**config.mk**
```make
export PLATFORM = sky130hd
export DESIGN_NAME = memwait_ctrl
export DESIGN_NICKNAME = d
export VERILOG_FILES = /design/src/rtl/memwait_pkg.sv /design/src/rtl/memwait_lanes.sv /design/src/rtl/memwait_romchain.sv /design/src/rtl/memwait_fsm.sv /design/src/rtl/memwait_ctrl.sv
export SDC_FILE = /design/constraint.sdc
export NUM_CORES = 1
export LEC_CHECK = 0
export ABC_AREA = 1
export BUFFER_PORTS_ARGS = -buffer_cell sky130_fd_sc_hd__buf_2
export CORE_AREA = 3 3 40 42
export DETAILED_ROUTE_END_ITERATION = 12
export DIE_AREA = 0 0 43 45
export PLACE_DENSITY_LB_ADDON = 0.3
export SYNTH_ARGS = -nofsm -noshare
export SYNTH_HDL_FRONTEND = slang
export SYNTH_SLANG_ARGS = --single-unit
```
**constraint.sdc**
```tcl
create_clock -name clk -period 2.1 [get_ports clk]
set_input_delay 0.105 -clock clk [delete_from_list [all_inputs] [get_ports clk]]
set_output_delay 0.105 -clock clk [all_outputs]
set_load 0.05 [all_outputs]
```
**src/rtl/memwait_pkg.sv**
```systemverilog
package memwait_pkg;

  typedef enum logic [1:0] {
    SZ_BYTE = 2'b00,
    SZ_HALF = 2'b01,
    SZ_WORD = 2'b10,
    SZ_RSVD = 2'b11
  } xfer_size_e;

  typedef enum logic [1:0] {
    ST_IDLE   = 2'd0,
    ST_DECODE = 2'd1,
    ST_RAM    = 2'd2,
    ST_ROM    = 2'd3
  } mem_state_e;

endpackage

```
**src/rtl/memwait_lanes.sv**
```systemverilog
module memwait_lanes
  import memwait_pkg::*;
#(
  parameter int LANES = 4,
  localparam int LO_W = $clog2(LANES)
) (
  input  logic             en,
  input  logic [1:0]       size,
  input  logic [LO_W-1:0]  lo,
  output logic [LANES-1:0] lane
);

  xfer_size_e sz;
  assign sz = xfer_size_e'(size);

  for (genvar i = 0; i < LANES; i++) begin : g_lane
    localparam logic [LO_W-1:0] IDX = LO_W'(i);
    logic hit;
    always_comb begin
      case (sz)
        SZ_BYTE: hit = (lo == IDX);
        SZ_HALF: hit = (lo[LO_W-1:1] == IDX[LO_W-1:1]);
        SZ_WORD: hit = 1'b1;
        default: hit = 1'b0;
      endcase
    end
    assign lane[i] = en && hit;
  end

endmodule

```
**src/rtl/memwait_romchain.sv**
```systemverilog
module memwait_romchain #(
  parameter int WAITS = 2
) (
  input  logic clk,
  input  logic rst,
  input  logic clr,
  input  logic load,
  input  logic adv,
  output logic last
);

  logic [WAITS:0] chain;

  always_ff @(posedge clk) begin
    if (rst || clr)  chain <= '0;
    else if (load)   chain <= (WAITS+1)'(1);
    else if (adv)    chain <= {chain[WAITS-1:0], 1'b0};
  end

  assign last = chain[WAITS];

  // the wait token is never duplicated
  assert_chain_onehot_R5: assert property (@(posedge clk) disable iff (rst)
    $onehot0(chain));

endmodule

```
**src/rtl/memwait_fsm.sv**
```systemverilog
module memwait_fsm
  import memwait_pkg::*;
(
  input  logic       clk,
  input  logic       rst,
  input  logic       req,
  input  logic       seq,
  input  logic       addr_msb,
  input  logic       cap_rom,
  input  logic       rom_last,
  output mem_state_e state,
  output logic       accept,
  output logic       rom_load,
  output logic       rom_adv,
  output logic       rom_clr
);

  mem_state_e nxt;
  logic       rom_busy;

  always_comb begin
    rom_busy = (state == ST_ROM) && !rom_last;
    accept   = (state == ST_IDLE) || (state == ST_RAM) ||
               ((state == ST_ROM) && rom_last);
    if (!req)                    nxt = ST_IDLE;
    else if (state == ST_DECODE) nxt = cap_rom ? ST_ROM : ST_RAM;
    else if (rom_busy)           nxt = ST_ROM;
    else if (seq)                nxt = addr_msb ? ST_ROM : ST_RAM;
    else                         nxt = ST_DECODE;
    rom_load = req && (nxt == ST_ROM) && !rom_busy;
    rom_adv  = req && rom_busy;
    rom_clr  = !req || (nxt != ST_ROM);
  end

  always_ff @(posedge clk) begin
    if (rst) state <= ST_IDLE;
    else     state <= nxt;
  end

  // decode never lasts more than one cycle
  assert_decode_once_R3: assert property (@(posedge clk) disable iff (rst)
    (req && state == ST_DECODE) |=> (state == ST_ROM || state == ST_RAM));

endmodule

```
**src/rtl/memwait_ctrl.sv**
```systemverilog
module memwait_ctrl
  import memwait_pkg::*;
#(
  parameter int LANES     = 4,
  parameter int ROM_WAITS = 2,
  localparam int LO_W     = $clog2(LANES)
) (
  input  logic             clk,
  input  logic             rst,
  input  logic             addr_msb,
  input  logic [LO_W-1:0]  addr_lo,
  input  logic             wr,
  input  logic [1:0]       xfer_size,
  input  logic             req,
  input  logic             seq,
  output logic             ram_rd_en,
  output logic             rom_rd_en,
  output logic [LANES-1:0] ram_wr_lane,
  output logic             stall
);

  mem_state_e      state;
  logic            accept, rom_last, rom_load, rom_adv, rom_clr;
  logic            cap_rom, cap_wr;
  logic [1:0]      cap_size;
  logic [LO_W-1:0] cap_lo;

  always_ff @(posedge clk) begin
    if (rst) begin
      cap_rom  <= 1'b0;
      cap_wr   <= 1'b0;
      cap_size <= '0;
      cap_lo   <= '0;
    end else if (accept && req) begin
      cap_rom  <= addr_msb;
      cap_wr   <= wr;
      cap_size <= xfer_size;
      cap_lo   <= addr_lo;
    end
  end

  memwait_fsm i_fsm (
    .clk      (clk),
    .rst      (rst),
    .req      (req),
    .seq      (seq),
    .addr_msb (addr_msb),
    .cap_rom  (cap_rom),
    .rom_last (rom_last),
    .state    (state),
    .accept   (accept),
    .rom_load (rom_load),
    .rom_adv  (rom_adv),
    .rom_clr  (rom_clr)
  );

  memwait_romchain #(.WAITS(ROM_WAITS)) i_chain (
    .clk  (clk),
    .rst  (rst),
    .clr  (rom_clr),
    .load (rom_load),
    .adv  (rom_adv),
    .last (rom_last)
  );

  memwait_lanes #(.LANES(LANES)) i_lanes (
    .en   ((state == ST_RAM) && cap_wr),
    .size (cap_size),
    .lo   (cap_lo),
    .lane (ram_wr_lane)
  );

  assign ram_rd_en = (state == ST_RAM) && !cap_wr;
  assign rom_rd_en = (state == ST_ROM) && !cap_wr;
  assign stall     = (state == ST_DECODE) || ((state == ST_ROM) && !rom_last);

  // a ROM access in its wait cycles stays on the ROM path
  assert_rom_hold_R5: assert property (@(posedge clk) disable iff (rst)
    (req && state == ST_ROM && stall) |=> (state == ST_ROM));

  // a dropped request leaves the next cycle idle
  assert_idle_drop_R11: assert property (@(posedge clk) disable iff (rst)
    !req |=> (!stall && !ram_rd_en && !rom_rd_en && ram_wr_lane == '0));

  // captured attributes are frozen while stalled
  assert_caps_held_R12: assert property (@(posedge clk) disable iff (rst)
    (req && stall) |=> ($stable(cap_rom) && $stable(cap_wr) &&
                        $stable(cap_size) && $stable(cap_lo)));

  // at most one kind of enable per cycle
  assert_one_enable_R10: assert property (@(posedge clk) disable iff (rst)
    $onehot0({ram_rd_en, rom_rd_en, |ram_wr_lane}));

  // lane patterns are a single lane, a pair or all of them
  assert_lane_shape_R8: assert property (@(posedge clk) disable iff (rst)
    (ram_wr_lane != '0) |-> ($countones(ram_wr_lane) == 1 ||
      $countones(ram_wr_lane) == 2 || $countones(ram_wr_lane) == LANES));

endmodule

```
After elaboration in Yosys (flattened, before gate mapping)
Cells that the tools add are included.
W data, S select, Z words.
Operators by class
  equal/unequal tests: 10
  reductions and logical operators: 27
  muxes and demuxes: 12
  bitwise logic cells: 1
Operators by type and width (count)
  $logic_and A1 B1 Y1: 13
  $eq A2 B2 Y1 const B: 6
  $pmux W1 S3: 4
  $mux W2: 4
  $eq A2 B1 Y1 const B: 3
  $logic_not A2 Y1: 3
  $logic_or A1 B1 Y1: 5
  $logic_not A1 Y1: 4
  $mux W1: 4
  $ne A2 B2 Y1 const B: 1
  $reduce_bool A2 Y1: 1
  $reduce_or A2 Y1: 1
  $not A1 Y1: 1
Word-level totals
  input port bits: 10
  output and inout port bits: 7
  register bits: 11
  word-level logic and storage cells: 57

Depth between registers and ports, before layout
  depth in word-level cells: 9
  gate-level depth with buffers: 7
  gate-level depth less buffers: 7

Modules after synthesis
Synthesis repeated with hierarchy kept, for this count alone.
Unflattened totals
  cell total of the unflattened synthesis: 117
  area total of the unflattened synthesis: 674.4 µm²
By module, submodules not included
  memwait_ctrl: sequential area each 120.1 µm², cells an instance 45, area each 281.5 µm², times used 1
  memwait_fsm: sequential area each 40.0 µm², cells an instance 20, area each 140.1 µm², times used 1
  memwait_romchain: sequential area each 60.1 µm², cells an instance 23, area each 137.6 µm², times used 1
  memwait_lanes: sequential area each 0.0 µm², cells an instance 29, area each 115.1 µm², times used 1

Least setup slack after synthesis
No wires, ideal clock.
  path type: reg2out
  from: reg i_fsm.state[0]
  to: out rom_rd_en
  buffers on the path: 0
  slack: 0.454 ns
  arrival: 1.541 ns
  data required time: 1.995 ns
  cell stages (with the launch flop): 3
  path through: dfxtp_1 inv_1 nor3_1
On the way
  cells in the longest elaborated chain, start to end: 2
Ends and longest elaborated chain
  start, declared: RTL line memwait_fsm.sv:11  | output mem_state_e state,
  start signal, assigned: RTL line memwait_fsm.sv:37  | else state <= nxt;
  $eq A2 B2 Y1: RTL line memwait_ctrl.sv:74  | assign rom_rd_en = (state == ST_ROM) && !cap_wr;
  $logic_and A1 B1 Y1: RTL line memwait_ctrl.sv:74
  end, declared: RTL line memwait_ctrl.sv:17  | output logic rom_rd_en,
Every way passes these cells.

Worst setup path in the final report
  from: reg cap_size[0]
  to: out ram_wr_lane[1]
On the way
  cells in the longest elaborated chain, start to end: 3
  elaborated cells on any way between the ends: 5
  classes of those cells: eq/ne: 2; mux: 1; reduce/logical: 2
Ends and longest elaborated chain
  start, declared: RTL line memwait_ctrl.sv:25  | logic [1:0] cap_size;
  start signal, assigned: RTL line memwait_ctrl.sv:37  | cap_size <= xfer_size;
  $eq A2 B2 Y1 (tied with other cells): RTL line memwait_lanes.sv:20  | case (sz)
  $pmux W1 S3 *: RTL line memwait_lanes.sv:20
  $logic_and A1 B1 Y1 *: RTL line memwait_lanes.sv:27  | assign lane[i] = en && hit;
  end, declared: RTL line memwait_ctrl.sv:18  | output logic [LANES-1:0] ram_wr_lane,
Every way passes the cells marked *; elsewhere a longest branch is shown, timed or not.

==> metrics.txt <==
Hold Path Class input pin to flip-flop; Final ANT Viol Nets 0; reg-to-reg slack, setup 1.07 ns; most frequent cells in the layout nand2_1, buf_2, inv_1; Setup Crit Path Kind flip-flop to output port; Multi-input gate area 315 um2; Worst-Skew Late Latency 0.26 ns; Synth Warn # 0; Core Region 1280 um2; Pre-Repair DR Iteration Count 4; mean post-synth cell area 6.94 um2; drt total wl 1170 um; Synth cell types 17; 1st-iter DRT viols 12; VDD IR max 0.376 mV; post-route cell area 729 um2; CTS tree done; status complete, no violations; Slew HR 0.835; CTS Buffer Depth 2; vias per cell 4.85; number of remaining DRC errors 0; Yosys reg bits 11; input/output buffers 16; initial antenna violation count 0; Setup-failing EPs final 0; Synth Instances 90; via count 602; final RePlAce weighted congestion 0.811; Setup crit end kind output port; worst-path maximum fanout 7; fmax 674 MHz; I/O Pins 17; Startpoint Class flip-flop; Largest stage delay, worst path 0.37 ns; commonest non-fill, non-tap cell in the layout nand2_1; Tightest Pin Transition 0.246 ns; DP Area 703 um2; Nets 120; final worst path period share 0.707; hold slack final 0.0790 ns; n_diodes 0; # H-tree levels 1; first-pass GRT wire length 1950 um; Die Y-Extent 45 um; clock transition at the registers of the reported paths 0.07 ns; Pleak 0.345 nW; layout cells sized above 1 0.349; post_cts resized 0; mapped cell area 624 um2; Fin. Hold Viols 0; max cap viols 0; GR Overflow Total 0; post-layout util 0.568; clk root buf clkbuf_4; Pwr Density 623 nW/um2; initial core utilization 0.486; Final HPWL DP 921 um; die area 1940 um2; Tmin final 1.48 ns; unrepaired setup endpoints after global routing false; Worst EP required 2.00 ns; GRT Total Usage 0.134; Post-CTS Setup Bufs 0; crit path cell chain nor3_1, nand2_1, a21oi_1, buf_2; P&R area growth vs syn 16.8%; clk_skew 0.00242 ns; Slew Viols, Final 0; row cnt 13; vias in the first global route 510; post-DR wirelength/cell 9.40 um; post-synthesis net count 100; register area share after synthesis 0.353; Inserted Clock Buffers 3; Die Width 43 um; storage element area 220 um2; hold buffer count at cts 0; CP max stage cell dfxtp_1; Filler cells 124; clock sinks 11; pin count of the biggest net entering global routing 9; Setup Total Neg Slack 0 ns; crit path DAT 1.38 ns
where the power goes:
part	internal, W	switching (W)
clock network	0.0000734	0.0000693
logic	0.0000291	0.0000540
registers	0.000219	0.0000104
total	0.000321	0.000134
worst max-delay path: cells and delay by family, from the launching register on:
kind	cells	cell delay, ns
AOI/OAI and AO/OA	1	0.14
buffers and inverters	1	0.27
DFF	1	0.37
and+or+nand+nor	2	0.34
flip-flops by register name (all words and copies together), names as in the netlist:
signal and flops:
i_chain.chain 3, cap_lo 2, cap_size 2, i_fsm.state 2, cap_rom 1, cap_wr 1
path summary, 6_finish.rpt:
kind | end | depth (start not counted) | from
max | ram_wr_lane[1] | 4 | cap_size[0]
min | cap_size[0] | 3 | xfer_size[0]
max reg2reg | cap_wr | 6 | i_fsm.state[1]
min reg2reg | cap_rom | 2 | cap_rom
cell usage after synthesis, drive strengths merged:
cell type | count | area share
buf | 1 | 0.032
nand4 | 2 | 0.020
nand2 | 27 | 0.20
dfxtp | 11 | 0.35
a21oi | 11 | 0.13
nand3 | 6 | 0.048
nor3 | 3 | 0.024
inv | 16 | 0.10
clkinv | 1 | 0.0060
nor2 | 10 | 0.064
o21ai | 2 | 0.016
metal layers:
metal  part of all wire  GRT usage  vias up
li1                   -          -      324
met1               0.49      0.173      255
met2               0.43      0.213       18
met3              0.060     0.0120        5
met4              0.023     0.0904        0
met5                  0          0        -
through the flow:
stage | worst slack [ns] | std cells | total power, W
finish | 0.616 | 124 | 0.000455
global route | 0.496 | 124 | 0.000479
detailed placement | 0.913 | 120 | 0.000317
floorplan | 0.454 | 90 | 0.000297
CTS | 0.609 | 124 | 0.000460
global placement | 0.950 | 120 | 0.000315
kinds of logic after synthesis:
kind of cell | synth area share
and+or+nand+nor | 0.359
AOI/OAI and AO/OA | 0.146
DFF | 0.353
buffers and inverters | 0.142
area by class of cell:
class | instances | share of cell area
Inverter | 17 | 0.0943
Sequential cell | 11 | 0.302
Clock buffer | 4 | 0.0360
Timing Repair Buffer | 16 | 0.110
Multi-Input combinational cell | 61 | 0.432
Tap cell | 15 | 0.0257
(Power assumes the default switching activity.)
